--- src/rtl/dsq_pkg.sv ---
package dsq_pkg;
  // Classification of one clock's retirement
  typedef enum logic [1:0] {
    STEP_HOLD     = 2'd0,  // no retire, or retire discarded by exception
    STEP_SEQ      = 2'd1,  // sequential advance, nothing new pending
    STEP_ARM      = 2'd2,  // sequential advance, target captured as pending
    STEP_REDIRECT = 2'd3   // delay slot committed, pending target taken
  } step_kind_e;
endpackage

--- src/rtl/dsq_next.sv ---
module dsq_next
  import dsq_pkg::*;
#(
  parameter int ADDR_W = 32
) (
  input  logic              retire,
  input  logic              excp,
  input  logic              tgt_vld,
  input  logic [ADDR_W-1:0] tgt,
  input  logic [ADDR_W-1:0] pc,
  input  logic              pend_vld,
  input  logic [ADDR_W-1:0] pend_tgt,
  output step_kind_e        kind,
  output logic              commit,
  output logic [ADDR_W-1:0] pc_nxt,
  output logic              pend_vld_nxt,
  output logic [ADDR_W-1:0] pend_tgt_nxt
);
  localparam logic [ADDR_W-1:0] INSN_BYTES = ADDR_W'(4);

  logic [ADDR_W-1:0] pc_seq;

  assign commit = retire & ~excp;
  assign pc_seq = pc + INSN_BYTES;

  always_comb begin
    if (!commit)        kind = STEP_HOLD;
    else if (pend_vld)  kind = STEP_REDIRECT;
    else if (tgt_vld)   kind = STEP_ARM;
    else                kind = STEP_SEQ;
  end

  always_comb begin
    pc_nxt       = pc;
    pend_vld_nxt = pend_vld;
    pend_tgt_nxt = pend_tgt;
    case (kind)
      STEP_SEQ: begin
        pc_nxt       = pc_seq;
        pend_vld_nxt = 1'b0;
      end
      STEP_ARM: begin
        pc_nxt       = pc_seq;
        pend_vld_nxt = 1'b1;
        pend_tgt_nxt = tgt;
      end
      STEP_REDIRECT: begin
        // target offered by the delay-slot instruction is dropped
        pc_nxt       = pend_tgt;
        pend_vld_nxt = 1'b0;
      end
      default: ;
    endcase
  end
endmodule

--- src/rtl/dsq_state.sv ---
module dsq_state #(
  parameter int              ADDR_W   = 32,
  parameter logic [ADDR_W-1:0] RESET_PC = '0
) (
  input  logic              clk,
  input  logic              rst,
  input  logic              commit,
  input  logic              retire,
  input  logic [ADDR_W-1:0] pc_nxt,
  input  logic              pend_vld_nxt,
  input  logic [ADDR_W-1:0] pend_tgt_nxt,
  output logic [ADDR_W-1:0] pc_q,
  output logic              pend_vld_q,
  output logic [ADDR_W-1:0] pend_tgt_q
);
  always_ff @(posedge clk) begin
    if (rst) begin
      pc_q       <= RESET_PC;
      pend_vld_q <= 1'b0;
      pend_tgt_q <= '0;
    end else if (commit) begin
      pc_q       <= pc_nxt;
      pend_vld_q <= pend_vld_nxt;
      pend_tgt_q <= pend_tgt_nxt;
    end
  end

  // idle cycles leave PC and pending state untouched
  a_r2_idle_hold: assert property (@(posedge clk) disable iff (rst)
    !retire |=> ($stable(pc_q) && $stable(pend_vld_q) && $stable(pend_tgt_q)));

  // a faulting retire leaves PC and pending state untouched
  a_r3_excp_hold: assert property (@(posedge clk) disable iff (rst)
    (retire && !commit) |=> ($stable(pc_q) && $stable(pend_vld_q) && $stable(pend_tgt_q)));

  // committing the delay slot jumps to the pending target and empties it
  a_r6_redirect: assert property (@(posedge clk) disable iff (rst)
    (commit && pend_vld_q) |=> (!pend_vld_q && pc_q == $past(pend_tgt_q)));

  // without a pending branch the PC advances by one word, modulo 2^ADDR_W
  a_r4_seq_advance: assert property (@(posedge clk) disable iff (rst)
    (commit && !pend_vld_q) |=> (pc_q == $past(pc_q) + ADDR_W'(4)));
endmodule

--- src/rtl/dsq_counter.sv ---
module dsq_counter #(
  parameter int CNT_W = 32
) (
  input  logic             clk,
  input  logic             rst,
  input  logic             inc,
  output logic [CNT_W-1:0] cnt_q
);
  localparam logic [CNT_W-1:0] ONE = CNT_W'(1);

  always_ff @(posedge clk) begin
    if (rst)      cnt_q <= '0;
    else if (inc) cnt_q <= cnt_q + ONE;
  end

  // one increment per committed step, wrapping
  a_r8_count_step: assert property (@(posedge clk) disable iff (rst)
    inc |=> (cnt_q == $past(cnt_q) + ONE));

  // no movement without a committed step
  a_r8_count_hold: assert property (@(posedge clk) disable iff (rst)
    !inc |=> $stable(cnt_q));
endmodule

--- src/rtl/dsq_pc_seq.sv ---
module dsq_pc_seq
  import dsq_pkg::*;
#(
  parameter int                ADDR_W   = 32,
  parameter int                CNT_W    = 32,
  parameter logic [ADDR_W-1:0] RESET_PC = ADDR_W'(32'h0000_1000)
) (
  input  logic              clk,
  input  logic              rst,
  input  logic              retire_i,
  input  logic              excp_i,
  input  logic              tgt_vld_i,
  input  logic [ADDR_W-1:0] tgt_i,
  output logic [ADDR_W-1:0] pc_o,
  output logic              pend_vld_o,
  output logic [ADDR_W-1:0] pend_tgt_o,
  output logic [CNT_W-1:0]  count_o
);
  step_kind_e        kind;
  logic              commit;
  logic [ADDR_W-1:0] pc_nxt;
  logic              pend_vld_nxt;
  logic [ADDR_W-1:0] pend_tgt_nxt;

  dsq_next #(.ADDR_W(ADDR_W)) u_next (
    .retire       (retire_i),
    .excp         (excp_i),
    .tgt_vld      (tgt_vld_i),
    .tgt          (tgt_i),
    .pc           (pc_o),
    .pend_vld     (pend_vld_o),
    .pend_tgt     (pend_tgt_o),
    .kind         (kind),
    .commit       (commit),
    .pc_nxt       (pc_nxt),
    .pend_vld_nxt (pend_vld_nxt),
    .pend_tgt_nxt (pend_tgt_nxt)
  );

  dsq_state #(.ADDR_W(ADDR_W), .RESET_PC(RESET_PC)) u_state (
    .clk          (clk),
    .rst          (rst),
    .commit       (commit),
    .retire       (retire_i),
    .pc_nxt       (pc_nxt),
    .pend_vld_nxt (pend_vld_nxt),
    .pend_tgt_nxt (pend_tgt_nxt),
    .pc_q         (pc_o),
    .pend_vld_q   (pend_vld_o),
    .pend_tgt_q   (pend_tgt_o)
  );

  dsq_counter #(.CNT_W(CNT_W)) u_cnt (
    .clk   (clk),
    .rst   (rst),
    .inc   (commit),
    .cnt_q (count_o)
  );

  // a target from a non-slot instruction becomes pending, PC goes sequential
  a_r5_arm: assert property (@(posedge clk) disable iff (rst)
    (retire_i && !excp_i && !pend_vld_o && tgt_vld_i)
      |=> (pend_vld_o && pend_tgt_o == $past(tgt_i)));

  // a target offered in the delay slot never survives the step
  a_r7_slot_drop: assert property (@(posedge clk) disable iff (rst)
    (retire_i && !excp_i && pend_vld_o && tgt_vld_i) |=> !pend_vld_o);

  // plain committed step leaves nothing pending
  a_r4_plain_empty: assert property (@(posedge clk) disable iff (rst)
    (retire_i && !excp_i && !pend_vld_o && !tgt_vld_i) |=> !pend_vld_o);
endmodule

--- config.mk ---
export PLATFORM = sky130hd
export DESIGN_NAME = dsq_pc_seq
export DESIGN_NICKNAME = d
export VERILOG_FILES = /design/src/rtl/dsq_pkg.sv /design/src/rtl/dsq_next.sv /design/src/rtl/dsq_state.sv /design/src/rtl/dsq_counter.sv /design/src/rtl/dsq_pc_seq.sv
export SDC_FILE = /design/constraint.sdc
export NUM_CORES = 1
export LEC_CHECK = 0
export BUFFER_PORTS_ARGS = -buffer_cell sky130_fd_sc_hd__buf_4
export CAP_MARGIN = 20
export CORE_ASPECT_RATIO = 0.8
export CORE_MARGIN = 1.5
export CORE_UTILIZATION = 44
export DETAILED_ROUTE_END_ITERATION = 6
export PLACE_DENSITY = 0.78
export SLEW_MARGIN = 20
export SYNTH_ARGS = -nofsm -noshare
export SYNTH_HDL_FRONTEND = slang
export SYNTH_SLANG_ARGS = --single-unit
--- constraint.sdc ---
create_clock -name clk -period 2.15 [get_ports clk]
set_input_delay 0.43 -clock clk [delete_from_list [all_inputs] [get_ports clk]]
set_output_delay 0.43 -clock clk [all_outputs]
set_load 0.05 [all_outputs]
==> flow_summary.toml, run 1 <==
[final_layout]
nets = 769
drive_gt1_share_pct = 31.7
area_growth_pct = 33.1
fin_util_pct = 61.1
antenna-diode-count = 0
stdcell_count = 875

[global_routing]
grt_pass1_wl_um = 23100
grt_pass1_vias = 4556
gr-total-overflow = 0
track_usage_pct = 25.2
grt_max_degree = 41
antenna_found_initial = 0

[synthesis]
synth_warnings = 0
seq_area_frac_synth_pct = 40.5
synth_seq_cells = 97
synth-edff-count = 0
ys_types = 58
synth_area_per_cell_um2 = 8.02
postSynthCellCount = 598
synthFlopType = "dfxtp_1"
synth_fp_nets = 637
synth_area_um2 = 4800
async_reset_ff_share_pct = 0

[drt]
wl_per_cell_um = 16.8
antenna_left = 0
remaining_drc_errors = 0
first_pass_iters = 7
route.met2.wl_um = 6440
maxUsedRoutingLayer = "met4"
avgViaCountPerCell = 5.82
routed_wl_um = 14700
wl_met3_um = 1170
m1WireLength_um = 6830
drt_iter0_markers = 423
num_vias = 5089

[timing]
hold_violations = 0
fmax_mhz = 499
period_needed_ns = 2.01
worst_slew_pin_slew_ns = 0.528
setup_viol = 0
period_share_pct = 93.3
finalMaxSlewViolations = 0
grt_setup_unrepaired = "no"
clock_skew_ns = 0.00726
relSlewSlack_pct = 64.7

[placed_design]
dp_hpwl_um = 10800
dp_cells = 859
routabilityCongestion = 0.885
numPortBuffers = 133

[cts]
cts.clk_slew.worst_paths_ns = 0.07
cts_num_sinks = 97
cts_setup_buffers = 0
h-tree-depth = 3
worstSkewPairLatency_ns = 0.35
clockBufferDepth = 2
cts_tree = "done"
cts-root-buf = "clkbuf_16"
cts_buffers = 9

[worst_hold_path]
hold_class = "primary input to register"
min-delay-start = "tgt_i[8]"

[pwr]
p_comb_share_pct = 12.2
peakVddDrop_mv = 0.493
power_w = 0.00394
swShare_pct = 26.8
p_sw_w = 0.00105
p_seq_share_pct = 47.9
power_density_nw_per_um2 = 617
p_clk_share_pct = 39.9
intPower_w = 0.00289
power.leakage_nw = 2.39

[setup_path]
worst_setup_path_end_kind = "register"
arrival_ns = 2.28
critical_path_peak_fanout = 9
timing.rr.start = "u_cnt.cnt_q[0]"
crit_path_start = "u_cnt.cnt_q[0]"
worstSetupPathType = "register to register"
cp-start-kind = "register"
cp.required_ns = 2.42

[floorplan]
fp.dieArea_um2 = 11500
dieHeight_um = 96.4
die_x_um = 120
fp.coreArea_um2 = 10400
io_pins = 134
initial_utilization_pct = 45.9
fp-row-count = 33

[outcome]
outcome = "finished, final reports clean"

[flow_run]
timing.max_cap.violations = 0
-- sequential cells by signal, summed over array words and instances, names as in the netlist --
signal,count
u_cnt.cnt_q,32
u_state.pend_tgt_q,32
u_state.pc_q,32
u_state.pend_vld_q,1
-- critical path, stage by stage (launching register included) --
cell	delay, ns
dfxtp_2	0.38
ha_1	0.17
nand3b_1	0.13
or4_4	0.60
or4_1	0.49
a21oi_1	0.16
-- power by group through the flow --
stage	combinational [W]	sequential (W)	clock [W]
global placement	0.000468	0.00192	0
CTS	0.000478	0.00188	0.00159
global route	0.000511	0.00189	0.00166
floorplan	0.000163	0.00205	0
detailed placement	0.000477	0.00192	0
finish	0.000481	0.00189	0.00157
-- synth_stat cells (5+ instances only) --
library cell  instances  share of area, %
mux2_2                7               1.6
o21ai_0              14               1.5
or4_1                17               2.7
a31oi_1               8               1.0
nor2b_1              12               1.6
buf_1                 6              0.47
nor3b_1               5              0.78
nand2_1             101               7.9
nor2_1               32               2.5
mux2i_1               9               1.9
o31ai_1              10               1.6
nand3_1              19               2.0
xor2_1                7               1.3
nor3_1               11               1.1
a21o_1                5              0.78
a21oi_1              60               6.3
a22oi_1              20               3.1
nor4_1               16               2.1
clkbuf_1             31               2.4
xnor2_1               6               1.1
nand3b_1              6              0.94
dfxtp_1              97                40
and4_1                7               1.3
inv_1                10              0.78
nand4_1              19               2.5
or3_1                 9               1.2
-- final timing paths --
kind	depth (start not counted)	endpoint	slack (ns)
worst max-delay path	5	u_cnt.cnt_q[28]	0.14
worst min-delay path	3	u_state.pend_tgt_q[8]	0.33
worst max register to register	5	u_cnt.cnt_q[28]	0.14
worst min register to register	2	u_state.pc_q[0]	0.47
-- per-stage QoR --
step	worst slack [ns]	hold WS, ns	TNS [ns]	instance area, um^2
after global routing	0.0136	0.330	0	6380
final	0.144	0.328	0	6380
after CTS	0.0151	0.318	0	6370
after floorplan	-0.00443	0.566	-0.00443	4850
after detailed placement	0.00154	0.456	0	6080
after global placement	0.0547	0.452	0	6080
-- layout by cell type, fill, tap and decap left out, types with 14 or more instances in the layout --
cell type	netlist	layout
a21oi_1	60	60
a22oi_1	20	20
buf_4	1	167
dfxtp_1	97	65
dfxtp_2	0	27
nand2_1	101	101
nand3_1	19	19
nand4_1	19	19
nor2_1	32	32
nor4_1	16	16
o21ai_0	14	14
or4_1	17	14
-- kinds of logic (layout without fill, tap and decap cells) --
family | count (synthesis) | after routing | share of synthesized area, %
muxes | 17 | 17 | 3.76
xor gates and xnor gates | 13 | 13 | 2.37
adders and majority gates | 2 | 2 | 0.522
and+or+nand+nor | 273 | 273 | 29.8
DFF | 97 | 97 | 40.5
AOI/OAI and AO/OA | 140 | 140 | 18.2
buffers and inverters | 56 | 193 | 4.93
-- final cells by class --
class	count	area [um^2]
fillers	907	4060
multi-input cells	445	2630
flip-flops and latches	97	1990
repair buffers	167	1250
clock buffers	13	270
well taps	140	175
inverters	10	37.5
clock inverters	3	23.8
-- repair_timing --
action	CTS	global route
endpoints found under the setup margin	0	12
hold buffers	0	0
gates resized for setup	0	3
-- metal layers --
metal | vias up | GRT usage, %
met5 | - | 0
met4 | 0 | 8.23
met3 | 19 | 5.63
met2 | 219 | 38.5
met1 | 2407 | 35.4
li1 | 2444 | -
Note: power is estimated with default switching activity, not from simulation.
==> run 2: changes to the inputs <==
==> constraint.sdc (replaced) <==
create_clock -name clk -period 2.53 [get_ports clk]
set_input_delay 0.506 -clock clk [delete_from_list [all_inputs] [get_ports clk]]
set_output_delay 0.506 -clock clk [all_outputs]
set_load 0.05 [all_outputs]
==> run 2 against run 1 <==
Design area is 2.8% lower. Critical path depth is 1 lower. Wire length is 1.6% higher. Register-to-register slack better by 0.10 ns. Non-clock buffer count is 15 lower. Combinational power is 17% lower. Largest cell class unchanged. Worst hold slack better by 0.071 ns. Sequential power is 15% lower. Die area stayed put. Count of clock-buffer cells in the layout is 3 lower. Critical path type unchanged. First-iteration DRC count is 10% higher.
==> flow_summary.toml, run 2 (synthesized netlist as in run 1, its figures left out) <==
[cts]
cts_buffers = 9
cts_resized = 0
clockBufferDepth = 2
h-tree-depth = 3
hold_buffers = 0
cts_tree = "done"
cts.clk_slew.worst_paths_ns = 0.08
cts_setup_buffers = 0
worstSkewPairLatency_ns = 0.35
cts_num_sinks = 97
cts-root-buf = "clkbuf_16"

[placed_design]
dp_hpwl_um = 10800
numPortBuffers = 133
routabilityCongestion = 0.895

[drt]
wl_per_cell_um = 17.3
drt_iter0_markers = 466
num_vias = 5028
antenna_left = 0
avgViaCountPerCell = 5.85
first_pass_iters = 5
remaining_drc_errors = 0
routed_wl_um = 14900

[setup_path]
worstPathCellList = "nand4_1 > or4_1 > nor4_1 > mux2_1"
timing.rr.start = "u_cnt.cnt_q[9]"
cp_slowest_cell = "or4_1"
cp.required_ns = 2.76
critical_path_peak_fanout = 17
worst_setup_path_end_kind = "register"
worstSetupPathType = "register to register"
cp-start-kind = "register"
path_buf_inv = 0
arrival_ns = 2.51
critical_path.top_delay_family = "simple AND/OR/NAND/NOR gates"
crit_path_start = "u_cnt.cnt_q[9]"
cp_slowest_stage_delay_ns = 0.79

[timing]
worst_slew_pin_slew_ns = 0.579
period_share_pct = 90.2
finalMaxSlewViolations = 0
fin_tns_setup_ns = 0
clock_skew_ns = 0.0115
hold_violations = 0
fmax_mhz = 438
grt_setup_unrepaired = "no"
setup_viol = 0
relSlewSlack_pct = 61.4
whs_ns = 0.399
period_needed_ns = 2.28

[floorplan]
fp.dieArea_um2 = 11500
fp.coreArea_um2 = 10400
dieHeight_um = 96.4
die_x_um = 120
fp-row-count = 33
initial_utilization_pct = 45.9
io_pins = 134

[worst_hold_path]
min-delay-start = "tgt_i[4]"
hold_class = "primary input to register"

[global_routing]
grt_max_degree = 53
track_usage_pct = 25.4
grt_pass1_vias = 4417
antenna_found_initial = 0
gr-total-overflow = 0
grt_pass1_wl_um = 23300

[flow_run]
timing.max_cap.violations = 0

[final_layout]
layout.cells.most_common_list = "152 x buf_4, 101 x nand2_1, 97 x dfxtp_1"
top_regs = "u_cnt.cnt_q: 32 flops, u_state.pc_q: 32 flops, u_state.pend_tgt_q: 32 flops"
drive_gt1_share_pct = 25.6
layout_commonest_cell = "buf_4"
antenna-diode-count = 0
fillerInstances = 922
area_growth_pct = 29.4
nets = 754

[pwr]
power.leakage_nw = 2.30
peakVddDrop_mv = 0.314
power_density_nw_per_um2 = 542

[outcome]
outcome = "finished, final reports clean"
[run 2: worst reg2reg max path, cell delays in order (launching register included)]
cell,delay (ns)
dfxtp_1,0.44
nand4_1,0.17
or4_1,0.79
nor4_1,0.41
mux2_1,0.35
[run 2: final cells by class]
cell class	instances	area, um^2	share of cell area, %
multi-input cells	445	2620	42.2
flip-flops and latches	97	1940	31.3
clock inverters	6	55.1	0.887
repair buffers	152	1140	18.4
well taps	140	175	2.82
clock buffers	10	239	3.85
inverters	10	37.5	0.605
[run 2: worst paths after layout]
path                            cells after the start  slack [ns]                    end
worst min register to register                      2        0.47  u_state.pend_tgt_q[8]
worst min-delay path                                3        0.40  u_state.pend_tgt_q[4]
worst max register to register                      4        0.25        u_cnt.cnt_q[31]
worst max-delay path                                4        0.25        u_cnt.cnt_q[31]
[run 2: power by group]
part | leakage [nW] | switching, W | internal (W)
Combinational | 1.37 | 0.000259 | 0.000140
Clock | 0.146 | 0.000641 | 0.000716
Sequential | 0.785 | 0.0000487 | 0.00156
Total | 2.30 | 0.000949 | 0.00241
[run 2: per-stage QoR]
stage / setup slack, ns / utilization [%] / instances / total power [W] / instance area (um^2)
after global placement: 0.357 / 56.6 / 844 / 0.00203 / 5910
final: 0.248 / 59.4 / 860 / 0.00336 / 6210
after global routing: 0.112 / 59.4 / 860 / 0.00347 / 6210
after detailed placement: 0.280 / 56.6 / 844 / 0.00204 / 5910
after floorplan: 0.134 / - / 598 / 0.00188 / 4800
after CTS: 0.260 / 59.4 / 860 / 0.00337 / 6210
[run 2: routing by layer]
metal  wire length (um)  track usage, %  vias to the layer above  part of all wire, %
met2               6690            38.9                      218                   45
met1               6790            36.1                     2358                   46
met4                342            8.63                        0                  2.3
li1                   -               -                     2426                    -
met3               1080            4.99                       26                  7.3
met5                  0               0                        -                    0
